File: src/rtl/kbd_pkg.sv
// Package kbd_pkg
// Shared constants for the key matrix encoder: default port addresses,
// default mask bit position and bus width. Assumes an 8-bit I/O space.
package kbd_pkg;
    localparam int unsigned BUS_W          = 8;
    localparam logic [7:0]  STATUS_PORT    = 8'hE0;
    localparam logic [7:0]  CONTROL_PORT   = 8'hF2;
    localparam int unsigned MASK_BIT_POS   = 3;
    localparam int unsigned FILTER_DEFAULT = 16;
endpackage

File: src/rtl/kbd_prio_enc.sv
// Module kbd_prio_enc
// Reduces a group of key lines to the binary index of the lowest-numbered
// asserted line. With no line asserted the code is 0 and any_set is 0.
// Assumes N_LINES >= 2. Purely combinational.
module kbd_prio_enc #(
    parameter int unsigned N_LINES = 8,
    localparam int unsigned CODE_W = $clog2(N_LINES)
) (
    input  logic [N_LINES-1:0] lines,
    output logic [CODE_W-1:0]  code,
    output logic               any_set
);
    // Scan from the top down so that the lowest asserted line is written last.
    always_comb begin
        code = '0;
        for (int i = N_LINES - 1; i >= 0; i--) begin
            if (lines[i]) begin
                code = CODE_W'(i);
            end
        end
    end

    // Group activity flag.
    assign any_set = |lines;
endmodule

File: src/rtl/kbd_debounce.sv
// Module kbd_debounce
// Level filter. The raw input is registered once. The filtered level
// follows the registered level only after the two have differed for
// FILTER_LEN consecutive clock edges. Any agreement restarts the count.
// Assumes FILTER_LEN >= 2. Synchronous active-low reset; output resets to 0.
module kbd_debounce #(
    parameter int unsigned FILTER_LEN = 16,
    localparam int unsigned CNT_W = $clog2(FILTER_LEN)
) (
    input  logic clk,
    input  logic rst_n,
    input  logic raw,
    output logic level
);
    localparam logic [CNT_W-1:0] LAST = CNT_W'(FILTER_LEN - 1);

    logic             raw_q;
    logic [CNT_W-1:0] cnt_q;
    logic             level_q;
    logic             differ;

    assign differ = (raw_q != level_q);

    // Sample the raw level once, so that the filter sees a clean register.
    always_ff @(posedge clk) begin
        if (!rst_n) begin
            raw_q <= 1'b0;
        end else begin
            raw_q <= raw;
        end
    end

    // Count disagreeing cycles and move the filtered level at the limit.
    always_ff @(posedge clk) begin
        if (!rst_n) begin
            cnt_q   <= '0;
            level_q <= 1'b0;
        end else if (!differ) begin
            cnt_q   <= '0;
        end else if (cnt_q == LAST) begin
            cnt_q   <= '0;
            level_q <= raw_q;
        end else begin
            cnt_q   <= cnt_q + 1'b1;
        end
    end

    assign level = level_q;
endmodule

File: src/rtl/kbd_io_ctrl.sv
// Module kbd_io_ctrl
// I/O side of the encoder. It decodes the status read and the control
// write, holds the interrupt mask bit, and selects the read data.
// Assumes single-cycle strobes and a full address decode.
module kbd_io_ctrl #(
    parameter int unsigned  BUS_W     = 8,
    parameter logic [BUS_W-1:0] RD_PORT = 8'hE0,
    parameter logic [BUS_W-1:0] WR_PORT = 8'hF2,
    parameter int unsigned  MASK_POS  = 3
) (
    input  logic             clk,
    input  logic             rst_n,
    input  logic [BUS_W-1:0] io_addr,
    input  logic             io_rd,
    input  logic             io_wr,
    input  logic [BUS_W-1:0] io_wdata,
    input  logic [BUS_W-1:0] status,
    output logic [BUS_W-1:0] io_rdata,
    output logic             io_rdata_en,
    output logic             mask_en
);
    logic rd_hit;
    logic wr_hit;
    logic mask_q;
    logic unused_wdata;

    assign rd_hit = io_rd && (io_addr == RD_PORT);
    assign wr_hit = io_wr && (io_addr == WR_PORT);

    // Only the mask bit is stored; the other data bits are left unused.
    assign unused_wdata = ^io_wdata;

    // Mask bit register, loaded by a control port write.
    always_ff @(posedge clk) begin
        if (!rst_n) begin
            mask_q <= 1'b0;
        end else if (wr_hit) begin
            mask_q <= io_wdata[MASK_POS];
        end
    end

    // Read data select: the status byte on a hit, otherwise zero.
    always_comb begin
        io_rdata    = '0;
        io_rdata_en = 1'b0;
        if (rd_hit) begin
            io_rdata    = status;
            io_rdata_en = 1'b1;
        end
    end

    assign mask_en = mask_q;
endmodule

File: src/rtl/kbd_matrix_irq.sv
// Module kbd_matrix_irq
// Top of the key matrix encoder. It encodes the column and row groups,
// filters the key-down condition, builds the status byte
// {0, flag, row code, column code}, and raises an active-low interrupt
// while the filtered flag and the mask bit are both set.
// Assumes 2*log2(N_LINES)+1 <= BUS_W and matrix lines already synchronous.
module kbd_matrix_irq
    import kbd_pkg::*;
#(
    parameter int unsigned N_LINES    = 8,
    parameter int unsigned FILTER_LEN = FILTER_DEFAULT
) (
    input  logic             clk,
    input  logic             rst_n,
    input  logic [BUS_W-1:0] io_addr,
    input  logic             io_rd,
    input  logic             io_wr,
    input  logic [BUS_W-1:0] io_wdata,
    input  logic [N_LINES-1:0] key_x,
    input  logic [N_LINES-1:0] key_y,
    output logic [BUS_W-1:0] io_rdata,
    output logic             io_rdata_en,
    output logic             irq_n
);
    localparam int unsigned CODE_W   = $clog2(N_LINES);
    localparam int unsigned FIELD_W  = 2 * CODE_W + 1;
    localparam int unsigned N_GROUPS = 2;

    logic [N_LINES-1:0] grp_lines [N_GROUPS];
    logic [CODE_W-1:0]  grp_code  [N_GROUPS];
    logic               grp_any   [N_GROUPS];
    logic               key_raw;
    logic               key_flt;
    logic               mask_en;
    logic [BUS_W-1:0]   status;

    assign grp_lines[0] = key_x;
    assign grp_lines[1] = key_y;

    // One priority encoder for each axis of the matrix.
    for (genvar g = 0; g < N_GROUPS; g++) begin : g_axis
        kbd_prio_enc #(.N_LINES(N_LINES)) u_enc (
            .lines   (grp_lines[g]),
            .code    (grp_code[g]),
            .any_set (grp_any[g])
        );
    end

    // A key counts as down only when both axes show activity.
    assign key_raw = grp_any[0] && grp_any[1];

    kbd_debounce #(.FILTER_LEN(FILTER_LEN)) u_filt (
        .clk   (clk),
        .rst_n (rst_n),
        .raw   (key_raw),
        .level (key_flt)
    );

    // Status byte: column code low, row code above it, flag on top, rest zero.
    assign status = BUS_W'({key_flt, grp_code[1], grp_code[0]});

    kbd_io_ctrl #(
        .BUS_W    (BUS_W),
        .RD_PORT  (STATUS_PORT),
        .WR_PORT  (CONTROL_PORT),
        .MASK_POS (MASK_BIT_POS)
    ) u_io (
        .clk         (clk),
        .rst_n       (rst_n),
        .io_addr     (io_addr),
        .io_rd       (io_rd),
        .io_wr       (io_wr),
        .io_wdata    (io_wdata),
        .status      (status),
        .io_rdata    (io_rdata),
        .io_rdata_en (io_rdata_en),
        .mask_en     (mask_en)
    );

    // Interrupt request, active low, gated by the mask bit.
    assign irq_n = !(key_flt && mask_en);

    logic unused_width;
    assign unused_width = (FIELD_W > BUS_W);
endmodule

File: config.mk
export PLATFORM = sky130hd
export DESIGN_NAME = kbd_matrix_irq
export DESIGN_NICKNAME = d
export VERILOG_FILES = /design/src/rtl/kbd_pkg.sv /design/src/rtl/kbd_prio_enc.sv /design/src/rtl/kbd_debounce.sv /design/src/rtl/kbd_io_ctrl.sv /design/src/rtl/kbd_matrix_irq.sv
export SDC_FILE = /design/constraint.sdc
export NUM_CORES = 1
export LEC_CHECK = 0
export BUFFER_PORTS_ARGS = -buffer_cell sky130_fd_sc_hd__buf_2
export CORE_UTILIZATION = 31
export DETAILED_ROUTE_END_ITERATION = 10
export GPL_TIMING_DRIVEN = 1
export PLACE_DENSITY = 0.72
export REMOVE_ABC_BUFFERS = 1
export SLEW_MARGIN = 20
export SYNTH_ARGS = -nofsm -noshare
export SYNTH_HDL_FRONTEND = slang
export SYNTH_SLANG_ARGS = --single-unit
File: constraint.sdc
create_clock -name clk -period 1.3 [get_ports clk]
set_input_delay 0.065 -clock clk [delete_from_list [all_inputs] [get_ports clk]]
set_output_delay 0.065 -clock clk [all_outputs]
set_load 0.05 [all_outputs]
Yosys cells after proc, flatten, opt, wreduce, memory -nomap -nowiden
Index checks and enable logic that the tools add are counted.
Widths: inputs -> output; s select.
- bits in registers: 7
- bits in latches: 0
- bits in writable memories: 0
- memory bits (read-only): 0
- input port bits: 36
- output and inout bits: 10
- logic and storage cells: 38
- memories kept: 0
- add/sub/neg operators: 1
- multiply operators: 0
- div/mod/pow operators: 0
- magnitude comparators: 0
- eq/ne operators: 4
- shift-type cells: 0
- multiplexer cells: 18
- bitwise gates (word level): 2
- reduce and logical (&&, ||, !) cells: 9
- operators by type and width (operator ; count):
    $mux 3 ; 16
    $eq 8x8->1 const B ; 2
    $reduce_or 8->1 ; 2
    $mux 7 ; 1
    $add 4x1->4 const B ; 1
    $eq 4x4->1 const B ; 1
    $logic_and 1x1->1 ; 4
    $reduce_or 3->1 ; 1
    $not 1->1 ; 2
    $reduce_and 2->1 ; 1
    $logic_not 1->1 ; 1
    $mux 1 ; 1
    $ne 1x1->1 ; 1

Depth between registers and ports, before layout
Gate-level depths: netlist of the first run.
- depth after elaboration: 9
- depth in mapped cells: 4
- depth with buffers taken out: 4

By module
A second synthesis of the first run with hierarchy kept.
- cell total of the unflattened synthesis: 69
- area, all modules: 549.3 um^2
- by module, submodules not included (module ; instances ; cells an instance ; area each (um^2) ; seq. area each (um^2)):
    kbd_debounce ; 1 ; 21 ; 219.0 ; 120.1
    kbd_prio_enc ; 2 ; 13 ; 81.3 ; 0.0
    kbd_io_ctrl ; 1 ; 19 ; 153.9 ; 20.0
    kbd_matrix_irq ; 1 ; 3 ; 13.8 ; 0.0

Worst setup path after synthesis of the first run
Ideal clock, no wire load.
- path type: input to output
- start: input io_addr[4]
- end: output io_rdata[5]
- arrival time: 2138 ps
- data required time: 1235 ps
- slack: -903 ps
- cell stages on the path: 4
- buffers on the path: 1
- cell sequence: or3b_1 > or4_1 > buf_2 > nor3b_1
- cells in the longest elaborated chain, start to end: 3
- ends and longest elaborated chain (element ; line ; source):
    start, declared ; kbd_matrix_irq.sv:15 ; input logic [BUS_W-1:0] io_addr,
    $eq 8x8->1 ; kbd_io_ctrl.sv:27 ; assign rd_hit = io_rd && (io_addr == RD_PORT);
    $logic_and 1x1->1 ; kbd_io_ctrl.sv:27 ;
    $mux 7 ; kbd_io_ctrl.sv:46 ; if (rd_hit) begin
    end, declared ; kbd_matrix_irq.sv:21 ; output logic [BUS_W-1:0] io_rdata,
No other way between the ends.

Worst setup path after layout of the first run
- start: input io_addr[4]
- end: output io_rdata[2]
The elaborated chain is that of the path after synthesis.

==> summary.md, run 1 <==
| Metric | Value |
|---|---|
| Mapped Avg Cell Area | `7.66 um2` |
| Post-synthesis cell count | `64` |
| CP max stage cell | `or4_4` |
| Pre-CTS worst setup slack | `-390 ps` |
| Arrival time at the worst endpoint | `1540 ps` |
| Final Hold Vio Count | `0` |
| Multi-input logic area | `365 um2` |
| Timing-limited maximum frequency | `625 MHz` |
| Vias per inst | `4.98` |
| Required time at the endpoint of the critical path | `1240 ps` |
| Setup repair after global routing missed its margin | `true` |
| Post-detailed-route count of antenna-violating nets | `0` |
| Cell-by-cell trace of the critical path | `buf_6, or3b_1, or4_4, and4bb_2, buf_8` |
| Dominant cells by area after synthesis | `dfxtp_1 29%, nor2_1 8.4%, a2111oi_2 6.1%, xor2_1 5.4%, o21ai_0 5.1%` |
| Number of warnings issued by yosys | `0` |
| Classification of the worst-slack hold path | `in -> reg` |
| Maximum single-stage delay on the critical path | `510 ps` |
| Setup crit end kind | `output pin` |
| First-pass detailed-route iteration total | `3` |
| Register clock-pin slew on the reported worst setup and hold paths | `50 ps` |
| Synth cell types | `24` |
| Worst flop-to-flop path startpoint | `u_filt.cnt_q[0]` |
| Number of max-cap violations | `0` |
| Peak VDD IR | `281 uV` |
| Post-synthesis cell area | `490 um2` |
| Most frequent standard cell in the layout excluding fill and tap cells | `buf_2` |
| Half-perimeter wire length after detailed placement | `996 um` |
| Worst Setup Path Type | `in -> out` |
| Depth of the CTS H-tree | `1` |
| Total detailed-routing wirelength | `1430 um` |
| Clock tree from TritonCTS | `done` |
| Routed via count | `607` |
| 1st-iter DRT viols | `8` |
| Final count of pins violating max slew | `0` |
| Die area | `1750 um2` |
| I/O pin cnt | `46` |
| Clk Latency, worst-skew pair | `240 ps` |
| Startpoint of the worst hold path | `io_wdata[3]` |
| Seq cells post-synth | `7` |
| Clock tree sinks | `7` |
| Number of antenna violations at the first check in global routing | `0` |
| CTS Buffer Depth | `2` |
| Skew final | `4.54 ps` |
| Cell Rows | `13` |
| Post-layout total power | `523 uW` |
| Number of buffers added on ports | `37` |
| Maximum number of pins on one net before global-route repair | `9` |
| First element of the critical path | `io_addr[4]` |
| TNS Setup | `-1940 ps` |
| GR Util All Layers | `15.3%` |
| Number of failing setup endpoints in the final timing report | `8` |
| Sequential cell area | `140 um2` |
| Result of the run | `finished, violations left` |
| DIE HEIGHT | `41.8 um` |
| Antenna cells | `0` |
| CTS Buf Count | `3` |
| Routed wirelength normalized by instance count | `11.8 um` |
| Fraction of layout instances using a drive strength above 1 | `48.6%` |
| Leading cell types in the layout, fill and taps excluded | `28 x buf_2, 10 x nor2_1, 7 x dfxtp_1` |
| Die width | `41.8 um` |
| Minimum clock period after layout | `1600 ps` |
| Via count of the first global-routing pass | `581` |
| Fin crit share | `123%` |
| Core Footprint | `1380 um2` |
| Fraction of post-synthesis cell area in the top cell type by area | `28.6%` |
| Global-route wire length before repair | `2130 um` |
| RD Place Congestion | `0.686` |
| Total power density per cell area | `617 nW/um2` |
| Signed area change from the synthesized netlist to the final layout | `73.0%` |
| Least setup slack across all paths after layout | `-301 ps` |
| Failing checks | `setup timing` |
| DRC violations left | `0` |
| Leak pwr | `0.386 nW` |
| CTS root buffer | `clkbuf_4` |
| Gr ovfl total | `0` |
| Setup crit start kind | `input port` |
| Sequential area share after synthesis | `28.6%` |
| Cell type with the largest total area after synthesis | `dfxtp_1` |
| Initial core utilization | `35.5%` |
| Fin nets | `145` |
| Worst-path fanout max | `8` |
| Filler cell count | `125` |
-- metrics by stage --
step	hold slack (ps)	instances	instance area (um2)	util [%]
CTS	66.7	122	836	60.5
finish	72.6	122	848	61.4
floorplan	193	62	478	-
global placement	314	116	697	50.4
detailed placement	329	116	697	50.4
global route	96.0	122	848	61.4
-- worst max-delay path, delay by kind of cell --
kind | cells | cell delay (ps)
simple gates | 3 | 1230
buf+inv | 2 | 240
-- Yosys cell counts (all sizes together) --
library cell,n
and4bb,1
a2111oi,2
nor4,2
o21ai,5
nor3b,1
or4,3
inv,5
nand3,4
a31oi,1
and3,1
nand2,3
nor2b,3
a211oi,2
mux2i,2
buf,2
or3b,1
nand4b,1
ha,1
xor2,3
conb,1
nor2,11
dfxtp,7
a21oi,2
-- what timing repair did --
item | 4_1_cts | 5_1_grt
gates resized for setup | 24 | 4
hold buffers | 0 | 0
pin swaps | 1 | 1
setup buffers | 2 | 1
endpoints found under the setup margin | 8 | 8
-- layout make-up --
cell class | instances | share of cell area [%]
Inverter | 5 | 2.21
Multi-Input combinational cell | 50 | 43.1
Clock buffer | 4 | 3.10
Timing Repair Buffer | 41 | 32.9
Tap cell | 15 | 2.21
Sequential cell | 7 | 16.5
-- kinds of logic (layout without fill, tap and decap cells) --
kind of cell             Yosys count  count (layout)  synth area share (%)
AO/OA/AOI/OAI                     12              12                  17.6
XOR/XNOR                           3               3                  5.36
adder cells (fa/ha/maj)            1               1                  2.55
buffers and inverters              7              50                  6.38
flip-flops                         7               7                  28.6
multiplexers                       2               2                  4.08
other                              1               1                 0.765
AND/OR/NAND/NOR                   31              31                  34.7
-- sequential cells by signal (all words and copies together) (netlist names) --
name / flops
u_filt.cnt_q: 4
u_filt.level: 1
u_filt.raw_q: 1
u_io.mask_en: 1
-- routing by layer --
layer / GRT usage (%) / vias to the layer above / routed length (um)
met1: 14.4 / 277 / 503
met5: 0 / - / 0
met3: 5.22 / 2 / 74
li1: - / 311 / -
met2: 29.7 / 17 / 836
met4: 5.81 / 0 / 20
-- worst paths after layout --
check	cells past startpoint	slack [ps]	to
max	5	-300	io_rdata[2]
max reg2reg	4	290	u_filt.level
min reg2reg	1	460	u_filt.cnt_q[0]
min	3	70	u_io.mask_en
-- power breakdown --
group,total [mW],internal [mW],switching (mW)
clock,0.192,0.117,0.0755
combinational,0.108,0.0504,0.0577
sequential,0.223,0.220,0.00318
total,0.523,0.387,0.136
Note: power is estimated with default switching activity, not from simulation.
==> run 2: changes to the inputs <==
--- a/config.mk
+++ b/config.mk
@@ -6,10 +6,9 @@
 export NUM_CORES = 1
 export LEC_CHECK = 0
 export BUFFER_PORTS_ARGS = -buffer_cell sky130_fd_sc_hd__buf_2
-export CORE_UTILIZATION = 31
+export CORE_UTILIZATION = 25
 export DETAILED_ROUTE_END_ITERATION = 10
 export GPL_TIMING_DRIVEN = 1
-export PLACE_DENSITY = 0.72
 export REMOVE_ABC_BUFFERS = 1
 export SLEW_MARGIN = 20
 export SYNTH_ARGS = -nofsm -noshare
==> constraint.sdc (replaced) <==
create_clock -name clk -period 1.45 [get_ports clk]
set_input_delay 0.0725 -clock clk [delete_from_list [all_inputs] [get_ports clk]]
set_output_delay 0.0725 -clock clk [all_outputs]
set_load 0.05 [all_outputs]
==> run 2 against run 1 <==
- die area rose by 23%
- flip-flop and latch count did not move
- hold slack improved by 10 ps
- sequential power fell by 10%
- power fell by 11%
- clock skew fell by 1.3 ps
- non-clock buffer count fell by 2
- the flow still finishes with violations (setup timing)
- design area fell by 3.2%
- final cell count rose by 6.6%
- sequential share of layout area rose by 0.55 points
==> summary.md, run 2 (synthesis results as in run 1) <==
| Metric | Value |
|---|---|
| Result of the run | `finished, violations left` |
| Failing checks | `setup timing` |
| Fraction of layout instances using a drive strength above 1 | `45.7%` |
| Required time at the endpoint of the critical path | `1380 ps` |
| Skew final | `3.29 ps` |
| Arrival time at the worst endpoint | `1520 ps` |
| I/O pin cnt | `46` |
| Cell Rows | `15` |
| Peak VDD IR | `197 uV` |
| Post-detailed-route count of antenna-violating nets | `0` |
| Clk Latency, worst-skew pair | `240 ps` |
| Global-route track usage on met3 | `3.53%` |
| Number of failing setup endpoints in the final timing report | `8` |
| Clock tree sinks | `7` |
| Maximum single-stage delay on the critical path | `510 ps` |
| Leak pwr | `0.374 nW` |
| Sw Pwr | `120 uW` |
| Worst-path fanout max | `7` |
| Total detailed-routing wirelength | `1250 um` |
| Proportion of power drawn by combinational gates | `20.5%` |
| Met2 global-route usage | `24.8%` |
| Routed wirelength normalized by instance count | `9.62 um` |
| Gate family responsible for the most delay along the worst path | `simple AND/OR/NAND/NOR gates` |
| Maximum number of pins on one net before global-route repair | `8` |
| Setup repair after global routing missed its margin | `true` |
| Number of buffers added on ports | `37` |
| Worst Setup Path Type | `in -> out` |
| Reg with most FFs | `u_filt.cnt_q` |
| Met1 layer usage reported by global route | `14.8%` |
| Clock network fraction of design power | `36.7%` |
| Via count of the first global-routing pass | `532` |
| Max FFs per register | `4` |
| First-pass detailed-route iteration total | `2` |
| Seq pwr share | `42.8%` |
| DIE HEIGHT | `46.3 um` |
| Number of cells in the finished layout apart from fillers | `130` |
| Fin crit share | `110%` |
| Most frequent standard cell in the layout excluding fill and tap cells | `buf_2` |
| Leading cell types in the layout, fill and taps excluded | `28 x buf_2, 10 x nor2_1, 7 x buf_6, 7 x dfxtp_1` |
| Cell seen most often among critical-path stages | `buf_6` |
| Least setup slack across all paths after layout | `-142 ps` |
| Routed via count | `594` |
| Setup crit end kind | `output pin` |
| Clock tree from TritonCTS | `done` |
| Setup crit start kind | `input port` |
| Post-layout total power | `467 uW` |
| Initial core utilization | `27.5%` |
| Cell count after placement | `125` |
| Classification of the worst-slack hold path | `in -> reg` |
| Fin nets | `143` |
| Half-perimeter wire length after detailed placement | `996 um` |
| Number of max-cap violations | `0` |
| Number of buffer and inverter stages on the critical path | `2` |
| CTS root buffer | `clkbuf_4` |
| DRC violations left | `0` |
| RD Place Congestion | `0.671` |
| Signed area change from the synthesized netlist to the final layout | `67.3%` |
| GR Util All Layers | `13.4%` |
| Core Footprint | `1780 um2` |
| Gr ovfl total | `0` |
| Final count of pins violating max slew | `0` |
| CTS Buffer Depth | `2` |
| Register clock-pin slew on the reported worst setup and hold paths | `50 ps` |
| CTS Buf Count | `3` |
| Global-route wire length before repair | `2030 um` |
| Net Sw Frac | `25.6%` |
| TNS Setup | `-764 ps` |
| Antenna cells | `0` |
| Die area | `2140 um2` |
| Cell-by-cell trace of the critical path | `buf_6, or3b_1, or4_4, and4bb_2, buf_6` |
| Final Hold Vio Count | `0` |
| CP max stage cell | `or4_4` |
| Routing layer with the top usage in global route | `met2` |
| Depth of the CTS H-tree | `1` |
| Internal Pwr Total | `347 uW` |
| Die width | `46.3 um` |
| Total power density per cell area | `569 nW/um2` |
| Vias per inst | `4.57` |
| Timing-limited maximum frequency | `628 MHz` |
| Minimum clock period after layout | `1590 ps` |
| 1st-iter DRT viols | `2` |
| Number of antenna violations at the first check in global routing | `0` |
-- run 2: per-stage QoR --
step	hold slack [ps]	worst slack (ps)	utilization, %	cell area [um2]
CTS	77.7	-133	44.2	788
global route	81.9	-225	46.0	821
finish	83.0	-142	46.0	821
global placement	323	-305	39.4	702
floorplan	201	-793	-	478
detailed placement	336	-334	39.4	702
-- run 2: worst min-delay path, delay by kind of cell --
family / cells / cell delay [ps]
multiplexers: 1 / 60
AND/OR/NAND/NOR: 1 / 50
buffers and inverters: 1 / 90
-- run 2: cell type report --
class	count	area, um2
tap	25	31.3
sequential	7	140
fill	180	962
timing repair buffer	39	249
inverter	5	18.8
multi-input combinational	50	355
clock buffer	4	26.3
-- run 2: per-layer routing --
layer	share of wire (%)	vias to the layer above
met5	0	-
met4	0.64	0
met3	5.9	2
met2	51	26
met1	43	254
li1	-	312
-- run 2: path summary, 6_finish.rpt --
kind / end / slack, ps / depth (start not counted) / from
hold / removal: u_io.mask_en / 80 / 3 / io_wdata[3]
hold reg to reg: u_filt.cnt_q[0] / 460 / 1 / u_filt.cnt_q[0]
setup / recovery: io_rdata[2] / -140 / 5 / io_addr[4]
setup reg to reg: u_filt.level / 440 / 4 / u_filt.cnt_q[0]
-- run 2: timing repair --
action,CTS,global route
hold buffers,0,0
setup buffers,0,1
endpoints found under the setup margin,8,8
gates cloned,0,0
pin swaps,0,1
resized for setup,16,4
-- run 2: power by group through the flow --
stage               clock network (mW)  registers, mW  logic, mW
finish                           0.171          0.200     0.0960
detailed placement                   0          0.204     0.0857
global placement                     0          0.204     0.0820
floorplan                            0          0.203     0.0320
CTS                              0.179          0.200     0.0903
global route                     0.196          0.200      0.106
